## src/rtl/scan_auth_pkg.sv

```systemverilog
package scan_auth_pkg;
  // A tap disagrees with its key bit when the cell differs from the expected value.
  function automatic logic tap_mismatch(input logic cell_v, input logic key_bit);
    return cell_v ^ key_bit;
  endfunction
endpackage

```

## src/rtl/scan_auth_keycheck.sv

```systemverilog
module scan_auth_keycheck
  import scan_auth_pkg::*;
#(
  parameter int unsigned CHAIN_LEN = 16,
  parameter int unsigned KEY_W     = 4,
  parameter logic [KEY_W-1:0] KEY_BITS = 4'b1101,
  parameter int unsigned OBF_CNT   = 2,
  parameter int unsigned OBF_POS [OBF_CNT] = '{12, 14},
  parameter int unsigned OBF_SEL [OBF_CNT] = '{1, 0}
) (
  input  logic                 clk,
  input  logic                 rst_n,
  input  logic [KEY_W-1:0]     tap_bits,
  input  logic                 in_open,
  output logic [CHAIN_LEN-1:0] pass_mask,
  output logic                 key_ok
);
  logic [KEY_W-1:0] nand_n;
  logic match_all, match_q, ok_q;

  for (genvar k = 0; k < KEY_W; k++) begin : g_tap
    assign nand_n[k] = ~(tap_mismatch(tap_bits[k], KEY_BITS[k]) & ~ok_q);
  end

  assign match_all = (&nand_n) & in_open;

  always_ff @(posedge clk or negedge rst_n) begin
    if (!rst_n) begin
      match_q <= 1'b0;
      ok_q    <= 1'b0;
    end else begin
      match_q <= match_all;
      if (match_all && !match_q) ok_q <= 1'b1;
    end
  end

  always_comb begin
    pass_mask = '1;
    for (int o = 0; o < int'(OBF_CNT); o++)
      pass_mask[OBF_POS[o]] = pass_mask[OBF_POS[o]] & nand_n[OBF_SEL[o]];
  end

  assign key_ok = ok_q;


  en_sticky_chk: assert property (@(posedge clk) disable iff (!rst_n) ok_q |=> ok_q);

  no_grant_when_closed_chk: assert property (@(posedge clk) disable iff (!rst_n)
    (!in_open && !ok_q) |=> !ok_q);
endmodule

```

## src/rtl/scan_auth_lockctl.sv

```systemverilog
module scan_auth_lockctl (
  input  logic clk,
  input  logic rst_n,
  input  logic scan_en,
  input  logic scan_in,
  input  logic load_done_n,
  input  logic key_ok,
  input  logic recirc_bit,
  output logic chain_in,
  output logic locked,
  output logic in_open
);
  logic si_q, start_q, fail_q, lock_q;
  logic si_rise, fail_now, admit;

  assign si_rise  = scan_en & scan_in & ~si_q;
  assign fail_now = ~(key_ok | load_done_n);
  assign admit    = (start_q | si_rise) & ~lock_q;

  always_ff @(posedge clk or negedge rst_n) begin
    if (!rst_n) begin
      si_q    <= 1'b0;
      start_q <= 1'b0;
      fail_q  <= 1'b0;
      lock_q  <= 1'b0;
    end else begin
      si_q   <= scan_in;
      fail_q <= fail_now;
      if (si_rise) start_q <= 1'b1;
      if (fail_now && !fail_q) lock_q <= 1'b1;
    end
  end

  assign chain_in = lock_q ? recirc_bit : (admit & scan_in);
  assign locked   = lock_q;
  assign in_open  = start_q & ~lock_q;


  lock_sticky_chk: assert property (@(posedge clk) disable iff (!rst_n) lock_q |=> lock_q);

  lock_without_grant_chk: assert property (@(posedge clk) disable iff (!rst_n)
    $rose(lock_q) |-> !$past(key_ok));

  start_sticky_chk: assert property (@(posedge clk) disable iff (!rst_n) start_q |=> start_q);
endmodule

```

## src/rtl/scan_auth_cells.sv

```systemverilog
module scan_auth_cells #(
  parameter int unsigned CHAIN_LEN = 16
) (
  input  logic                 clk,
  input  logic                 rst_n,
  input  logic                 scan_en,
  input  logic                 chain_in,
  input  logic [CHAIN_LEN-1:0] pass_mask,
  input  logic [CHAIN_LEN-1:0] func_d,
  output logic [CHAIN_LEN-1:0] cells
);
  logic [CHAIN_LEN-1:0] shift_src, nxt;

  assign shift_src = {cells[CHAIN_LEN-2:0], chain_in};

  for (genvar i = 0; i < CHAIN_LEN; i++) begin : g_cell
    assign nxt[i] = scan_en ? (shift_src[i] & pass_mask[i]) : func_d[i];
    always_ff @(posedge clk or negedge rst_n) begin
      if (!rst_n) cells[i] <= 1'b0;
      else        cells[i] <= nxt[i];
    end
  end
endmodule

```

## src/rtl/scan_auth_chain.sv

```systemverilog
module scan_auth_chain #(
  parameter int unsigned CHAIN_LEN = 16,
  parameter int unsigned SEG1_LEN  = 8,
  parameter int unsigned KEY_W     = 4,
  parameter int unsigned KEY_TAP [KEY_W] = '{1, 3, 4, 6},
  parameter logic [KEY_W-1:0] KEY_BITS = 4'b1101,
  parameter int unsigned FLAG_POS  = 10,
  parameter int unsigned OBF_CNT   = 2,
  parameter int unsigned OBF_POS [OBF_CNT] = '{12, 14},
  parameter int unsigned OBF_SEL [OBF_CNT] = '{1, 0}
) (
  input  logic                 clk,
  input  logic                 rst_n,
  input  logic                 scan_en,
  input  logic                 scan_in,
  input  logic [CHAIN_LEN-1:0] func_d,
  output logic [CHAIN_LEN-1:0] func_q,
  output logic                 scan_out,
  output logic                 key_ok,
  output logic                 in_open,
  output logic                 load_done_n
);
  localparam int unsigned RECIRC_POS = SEG1_LEN - 1;
  localparam int unsigned LAST_POS   = CHAIN_LEN - 1;

  logic [CHAIN_LEN-1:0] cells, pass_mask;
  logic [KEY_W-1:0]     tap_bits;
  logic                 chain_in, locked;

  for (genvar k = 0; k < KEY_W; k++) begin : g_tapsel
    assign tap_bits[k] = cells[KEY_TAP[k]];
  end

  assign load_done_n = ~cells[FLAG_POS];

  scan_auth_keycheck #(
    .CHAIN_LEN(CHAIN_LEN), .KEY_W(KEY_W), .KEY_BITS(KEY_BITS),
    .OBF_CNT(OBF_CNT), .OBF_POS(OBF_POS), .OBF_SEL(OBF_SEL)
  ) u_key (
    .clk(clk), .rst_n(rst_n), .tap_bits(tap_bits), .in_open(in_open),
    .pass_mask(pass_mask), .key_ok(key_ok)
  );

  scan_auth_lockctl u_lock (
    .clk(clk), .rst_n(rst_n), .scan_en(scan_en), .scan_in(scan_in),
    .load_done_n(load_done_n), .key_ok(key_ok), .recirc_bit(cells[RECIRC_POS]),
    .chain_in(chain_in), .locked(locked), .in_open(in_open)
  );

  scan_auth_cells #(.CHAIN_LEN(CHAIN_LEN)) u_cells (
    .clk(clk), .rst_n(rst_n), .scan_en(scan_en), .chain_in(chain_in),
    .pass_mask(pass_mask), .func_d(func_d), .cells(cells)
  );

  assign func_q   = cells;
  assign scan_out = cells[LAST_POS];


  capture_chk: assert property (@(posedge clk) disable iff (!rst_n)
    !scan_en |=> cells == $past(func_d));

  transparent_shift_chk: assert property (@(posedge clk) disable iff (!rst_n)
    (key_ok && scan_en) |=> cells[LAST_POS:1] == $past(cells[LAST_POS-1:0]));

  recirc_chk: assert property (@(posedge clk) disable iff (!rst_n)
    (locked && scan_en) |=> cells[0] == $past(cells[RECIRC_POS]));
endmodule

```

## config.mk

```make
export PLATFORM = sky130hd
export DESIGN_NAME = scan_auth_chain
export DESIGN_NICKNAME = d
export VERILOG_FILES = /design/src/rtl/scan_auth_pkg.sv /design/src/rtl/scan_auth_keycheck.sv /design/src/rtl/scan_auth_lockctl.sv /design/src/rtl/scan_auth_cells.sv /design/src/rtl/scan_auth_chain.sv
export SDC_FILE = /design/constraint.sdc
export NUM_CORES = 1
export LEC_CHECK = 0
export BUFFER_PORTS_ARGS = -buffer_cell sky130_fd_sc_hd__buf_2
export CORE_ASPECT_RATIO = 0.7
export CORE_UTILIZATION = 30
export DETAILED_ROUTE_END_ITERATION = 8
export PLACE_DENSITY = 0.51
export SYNTH_ARGS = -nofsm -noshare
export SYNTH_HDL_FRONTEND = slang
export SYNTH_SLANG_ARGS = --single-unit
```

## constraint.sdc

```tcl
create_clock -name clk -period 0.9 [get_ports clk]
set_input_delay 0.09 -clock clk [delete_from_list [all_inputs] [get_ports clk]]
set_output_delay 0.09 -clock clk [all_outputs]
set_load 0.02 [all_outputs]
```

# Word level (Yosys, flattened, before mapping)
# Index checks and enable logic that the tools add are counted.
dict set report word_totals {
  reg_bits 22
  input_bits 20
  out_inout_bits 20
  word_cells 70
}
dict set report classes {
  n_mux 17
  n_bitwise 26
  reduce_logical 5
}
# cell count
set op_table {}
lappend op_table {{$mux 1} 17}
lappend op_table {{$and 1x1->1} 12}
lappend op_table {{$not 1->1} 12}
lappend op_table {{$reduce_and 4->1} 1}
lappend op_table {{$logic_and 1x1->1} 2}
lappend op_table {{$logic_not 1->1} 2}
lappend op_table {{$or 1x1->1} 2}

# Longest topological paths before layout
# Gate-level depths: netlist (run 1).
dict set report depth {
  word_depth 7
  mapped_depth 3
  depth_no_buf 3
}

# Cells and area by module
# A second synthesis (run 1) with hierarchy kept.
dict set report hier_totals {
  cells_unflattened 106
  area_unflattened_um2 1014.7
}
# module n_inst cells_per_inst area_each_um2
set modules_own_cells {}
lappend modules_own_cells {scan_auth_cells 1 67 640.6}
lappend modules_own_cells {scan_auth_keycheck 1 23 202.7}
lappend modules_own_cells {scan_auth_lockctl 1 14 160.2}
lappend modules_own_cells {scan_auth_chain 1 2 11.3}

# Worst setup path before layout (run 1)
# OpenSTA, ideal clock, no wires.
dict set report synth_timing {
  kind {register to register}
  start {register u_cells.cells[10]}
  end {register u_lock.lock_q (netlist: u_lock.locked)}
  setup_time_ps 96
  arrival_time_ps 857
  t_required_ps 804
  path_slack_ps -52
  stages_incl_launch_ff 3
  path_buffers 0
  cell_sequence {dfrtp_1 inv_1 o31ai_1}
}
dict set report synth_via {
  elab_chain_cells 4
}
# item line
set synth_rtl {}
lappend synth_rtl {{from (decl)} scan_auth_cells.sv:10} ;# output logic [CHAIN_LEN-1:0] cells
lappend synth_rtl {{from (signal, indexed assignment)} scan_auth_cells.sv:20} ;# else cells[i] <= nxt[i];
lappend synth_rtl {{$not 1->1} scan_auth_chain.sv:34} ;# assign load_done_n = ~cells[FLAG_POS];
lappend synth_rtl {{via load_done_n} scan_auth_chain.sv:21} ;# output logic load_done_n
lappend synth_rtl {{$or 1x1->1} scan_auth_lockctl.sv:17} ;# assign fail_now = ~(key_ok | load_done_n);
lappend synth_rtl {{$not 1->1} scan_auth_lockctl.sv:17}
lappend synth_rtl {{$logic_and 1x1->1} scan_auth_lockctl.sv:30} ;# if (fail_now && !fail_q) lock_q <= 1'b1;
lappend synth_rtl {{to (signal assigned)} scan_auth_lockctl.sv:25} ;# lock_q <= 1'b0;
lappend synth_rtl {{to (signal assigned)} scan_auth_lockctl.sv:30}
lappend synth_rtl {{to (decl)} scan_auth_lockctl.sv:13} ;# logic si_q, start_q, fail_q, lock_q;
# The timed path passes the listed nets, and every way through them passes these cells.
# A chain may end at the register's enable or synchronous reset.

# Worst setup path after layout (run 1)
dict set report layout_timing {
  start {register u_lock.lock_q (netlist: u_lock.locked)}
  end {output port in_open}
}
dict set report layout_via {
  elab_chain_cells 2
}
# item line
set layout_rtl {}
lappend layout_rtl {{$not 1->1} scan_auth_lockctl.sv:36} ;# assign in_open = start_q & ~lock_q;
lappend layout_rtl {{$and 1x1->1} scan_auth_lockctl.sv:36}
lappend layout_rtl {{to (decl)} scan_auth_chain.sv:20} ;# output logic in_open,
# Every way passes these cells.

==> results of run 1 <==
## critical path: stages (launching register included)
cell and delay, ps:
dfrtp_1 400, inv_2 70, nand2_2 60, inv_2 50, buf_6 100
## cells in the final DEF, fill, tap and decap left out, drive strengths merged
| master | synthesis | final |
|---|---|---|
| inv | 7 | 7 |
| clkbuf | 0 | 4 |
| nand3 | 1 | 1 |
| o21ai | 2 | 2 |
| dfrtp | 22 | 22 |
| nor2 | 2 | 2 |
| o21bai | 1 | 1 |
| nand2 | 3 | 3 |
| dlygate4sd3 | 0 | 2 |
| o31ai | 2 | 2 |
| o211ai | 2 | 2 |
| a21oi | 1 | 1 |
| a31oi | 1 | 1 |
| mux2 | 13 | 13 |
| nand4 | 1 | 1 |
| nand2b | 1 | 1 |
| buf | 4 | 53 |
## registers in the layout, summed over array words and instances, names as in the netlist
signal          flops
u_lock.locked       1
u_lock.fail_q       1
u_lock.start_q      1
u_cells.cells      16
u_key.key_ok        1
u_lock.si_q         1
u_key.match_q       1
## layer usage
metal  up-vias  global-route usage [%]  wire, um
li1        318                       -         -
met1       317                    17.2       959
met2        28                    16.0       787
met3         0                    6.90       163
met4         0                    1.28         0
met5         -                       0         0
## cell families (layout without fill, tap and decap cells)
logic type / Yosys count / in the layout
flip-flops: 22 / 22
AND/OR/NAND/NOR: 8 / 8
multiplexers: 13 / 13
AO/OA/AOI/OAI: 9 / 9
buffers and inverters: 11 / 66
## what timing repair did
item / in CTS / in global routing
endpoints found under the hold margin: 23 / 0
buffers inserted: 9 / 4
setup endpoints to repair: 15 / 29
pin swaps: 1 / 3
gates resized for setup: 27 / 29
hold buffers: 2 / 0
## layout make-up
type / instances / share of cell area, %
inverter: 7 / 1.79
multi-input combinational: 30 / 21.0
sequential: 22 / 37.6
tap: 36 / 3.07
clock buffer: 4 / 3.75
timing repair buffer: 55 / 32.8
## stage by stage
| stage | setup TNS (ps) | cell area [sq um] | hold WS, ps | total power [W] |
|---|---|---|---|---|
| 6_report | -437 | 1470 | 51.8 | 0.00250 |
| 5_1_grt | -1170 | 1470 | 40.8 | 0.00264 |
| 4_1_cts | -415 | 1350 | 48.8 | 0.00243 |
| 3_5_place_dp | -6.30 | 1130 | 85.3 | 0.00160 |
| 3_3_place_gp | -1.88 | 1130 | 79.4 | 0.00159 |
| 2_1_floorplan | 0 | 906 | -206 | 0.00142 |
## cell usage after synthesis
| master | instances | share of area, % |
|---|---|---|
| a21oi_1 | 1 | 0.55 |
| a31oi_1 | 1 | 0.69 |
| buf_4 | 2 | 1.7 |
| buf_6 | 2 | 2.5 |
| dfrtp_1 | 22 | 61 |
| inv_1 | 7 | 2.9 |
| mux2_4 | 13 | 22 |
| nand2_1 | 3 | 1.2 |
| nand2b_1 | 1 | 0.69 |
| nand3_1 | 1 | 0.55 |
| nand4_1 | 1 | 0.69 |
| nor2_1 | 2 | 0.83 |
| o211ai_1 | 2 | 1.7 |
| o21ai_0 | 2 | 1.1 |
| o21bai_1 | 1 | 0.83 |
| o31ai_1 | 2 | 1.7 |
## where the power goes
group | switching, W | internal, W | total, W | leakage, nW
sequential | 0.0000762 | 0.00108 | 0.00115 | 0.256
clock | 0.000315 | 0.000390 | 0.000704 | 0.0288
combinational | 0.000266 | 0.000377 | 0.000643 | 0.453
## final timing paths
| kind | startpoint | end | cells past startpoint |
|---|---|---|---|
| setup / recovery | u_lock.locked | in_open | 4 |
| hold / removal | func_d[8] | u_cells.cells[8] | 2 |
| setup reg to reg | u_lock.locked | u_cells.cells[0] | 5 |
| hold reg to reg | u_key.match_q | u_key.key_ok | 1 |
| max in group asynchronous | rst_n | u_cells.cells[3] | 2 |
| min in group asynchronous | rst_n | u_cells.cells[9] | 2 |
==> metrics.csv, run 1 <==
metric;value;unit
status;complete, but fails checks;
violations;setup timing;
slew_viol_final;0;
drive_above_1_share;66.9;%
vdd_drop_max;0.000702;V
cp-end-kind;output pin;
hpwl;1.27;mm
crit_fanout;2;
yosys.area_share.simple;4.01;%
grt_util_all_layers;12.1;%
fin_ws;-135;ps
timing.final.crit_share;115;%
grt_pass1_wl;2.64;mm
yosys_warnings;0;
avgSynthCellArea;14.4;sq um
r2r_slack;-60;ps
multi_input_area;308;sq um
fp.dieW;67.6;um
min_path_type;in2reg;
die-area;3240;sq um
grt.overflow.total;0;
cts.sinks;22;
cts_root_buffer;clkbuf_8;
seq_area_frac_synth;60.9;%
clk_pin_slew;80;ps
clk_path_buf_depth;2;
muxShareOfSynthArea;21.6;%
vias;663;
hold_viol;0;
drc;0;
cts_max_level;1;
cap_viol_max_count;0;
synthXorXnorAreaFrac;0;%
clk_latency;260;ps
power_density;1700;nW/um^2
ant_nets;0;
report.final.setup_viol;10;
firstDrtPassIters;4;
core_area;2820;sq um
viasPerCell;4.31;
synthToLayoutAreaGrowth;62.1;%
drtIter0Drc;8;
synthAdderAreaFrac;0;%
synth_top_family_by_area;multiplexers;
num_rows;16;
die_h;47.9;um
grt_max_degree;23;
syn_nets;83;
n_antenna_cell;0;
placedCellCount;135;
tritoncts;built;
leakage;0.738;nW
synthesis.area;905;sq um
synthCells;63;
antenna_found_initial;0;
critPathLaunchType;flop;
critPathArrivalTime;950;ps
tightest_slew;494;ps
finalNonFillerCells;154;
fmax;0.966;GHz
wl;1.91;mm
regArea;552;sq um
rsz0062_at_grt;yes;
grt_pass1_vias;541;
fin_skew;5.04;ps
ys_types;16;
cts_buffers;3;
fin_util;52.0;%
initial_utilization;32.0;%
period_minus_slack;1040;ps
worstSetupPathType;reg2out;
wl_per_cell;12.4;um
nets;139;
synth-seq-cells;22;
slew_headroom;67.1;%
crit_required;810;ps
fillers;249;
dp_worst_setup_slack;-6.30;ps
gp_congestion;0.645;
boundaryPins;40;
port_buffers;39;
synth_compound_gate_area_share;6.50;%
Note: power is estimated with default switching activity, not from simulation.
==> inputs of run 2 (changes only) <==
CORE_UTILIZATION = 45   (was 30)
PLACE_DENSITY = 0.73   (was 0.51)
==> metrics.csv, run 2 (synthesis gave the netlist of run 1 again) <==
metric;value;unit
status;complete, but fails checks;
violations;setup timing;
wl;2.40;mm
cap_viol_max_count;0;
core_area;1870;sq um
die_h;39.5;um
power;0.00243;W
min_path_type;in2reg;
fin_skew;6.03;ps
critPathLaunchType;flop;
leakage;0.796;nW
placedCellCount;121;
layout_commonest_cell;buf_6;
cts.sinks;22;
viasPerCell;4.81;
p_int;0.00176;W
crit_fanout;2;
fin_ws;-178;ps
initial_utilization;48.4;%
vias;745;
clk_path_buf_depth;2;
hold_viol;0;
vdd_drop_max;0.00135;V
slew_headroom;67.7;%
clk_pin_slew;110;ps
dp_worst_setup_slack;18.9;ps
finalNonFillerCells;155;
pwr-share-seq;47.6;%
antenna_found_initial;0;
p_clk_share;22.0;%
ant_nets;0;
fmax;0.927;GHz
regToRegEndpoint;u_key.key_ok;
drc;0;
fp.dieW;55.6;um
rsz0062_at_grt;yes;
power_density;1520;nW/um^2
grt_pass1_wl;3.29;mm
r2r_start;u_cells.cells[1];
clk_latency;310;ps
synthToLayoutAreaGrowth;76.6;%
r2r_slack;-80;ps
wl_per_cell;15.5;um
nets;154;
slew_viol_final;0;
reg2regPathDepth;3;
firstDrtPassIters;4;
tightest_slew;485;ps
cts_max_level;1;
tritoncts;built;
switching_share;27.6;%
largest-register;u_cells.cells;
report.final.setup_viol;31;
drive_above_1_share;61.7;%
timing.final.crit_share;120;%
grt_util_all_layers;22.2;%
grt_pass1_vias;700;
grt.overflow.total;0;
p_sw;0.000673;W
largest_reg_flops;16;
worstSetupPathType;reg2out;
tns;-1650;ps
crit_required;810;ps
worstSetupEndpoint;in_open;
cp-end-kind;output pin;
period_minus_slack;1080;ps
port_buffers;39;
final_cell_mix;buf_6 (27), dfrtp_1 (20), buf_2 (19), dlygate4sd3_1 (16), mux2_4 (13);
hold_start;func_d[12];
combPwrFrac;30.4;%
die-area;2200;sq um
drtIter0Drc;12;
n_antenna_cell;0;
cts_buffers;3;
num_rows;13;
cp-startpoint;u_lock.locked;
gp_congestion;0.719;
grt_max_degree;23;
hpwl;1.25;mm
boundaryPins;40;
critPathArrivalTime;990;ps
cts_root_buffer;clkbuf_4;
==> run 2: cell types whose count changed in the layout (fill, tap and decap cells not counted), sizes merged <==
cell	previous run	this run
dlygate4sd3	2	16
buf	53	54
==> run 2: final cells by class <==
type / instances / area [sq um]
Clock buffer: 4 / 36.3
Sequential cell: 22 / 553
Fill cell: 97 / 273
Multi-Input combinational cell: 30 / 320
Inverter: 7 / 28.8
Timing Repair Buffer: 70 / 632
Tap cell: 22 / 27.5
==> run 2: through the flow <==
stage                     hold slack, ps  instance area, sq um  util [%]
after floorplan                     -206                   906         -
after global placement              76.3                  1110      59.4
after detailed placement            78.3                  1110      59.4
after CTS                           1.61                  1460      77.9
after global routing                1.08                  1600      85.4
final                               17.7                  1600      85.4
==> run 2: critical path, cell delays in order (launching register included) <==
cell	delay [ps]
dfrtp_1	410
inv_2	70
nand2_2	50
inv_2	50
buf_6	100
==> run 2: power groups by stage <==
stage,clock [W],combinational [W],sequential (W)
finish,0.000536,0.000739,0.00116
CTS,0.000556,0.000664,0.00115
floorplan,0,0.000182,0.00124
global route,0.000604,0.000775,0.00117
detailed placement,0,0.000432,0.00116
global placement,0,0.000429,0.00115
==> run 2: worst min path at each step <==
stage | endpoint | slack [ps] | cells past startpoint
5_1_grt | u_cells.cells[12] | 1 | 3
4_1_cts | u_cells.cells[13] | 2 | 2
3_5_place_dp | u_cells.cells[11] | 80 | 1
3_3_place_gp | u_cells.cells[1] | 80 | 1
2_1_floorplan | u_cells.cells[0] | -210 | 0
6_report | u_cells.cells[12] | 20 | 3
==> run 2: per-layer routing <==
| layer | global-route usage, % | part of all wire [%] | vias to the layer above |
|---|---|---|---|
| met4 | 3.75 | 0.79 | 0 |
| met1 | 26.8 | 44 | 359 |
| met5 | 0 | 0 | - |
| li1 | - | - | 351 |
| met3 | 7.59 | 5.9 | 2 |
| met2 | 40.4 | 49 | 33 |
==> run 2: what timing repair did <==
item,CTS,global route
endpoints found under the setup margin,20,32
hold endpoints to repair,28,9
gates resized for setup,50,10
pin swaps,0,4
hold buffers,7,9
buffers inserted,13,2
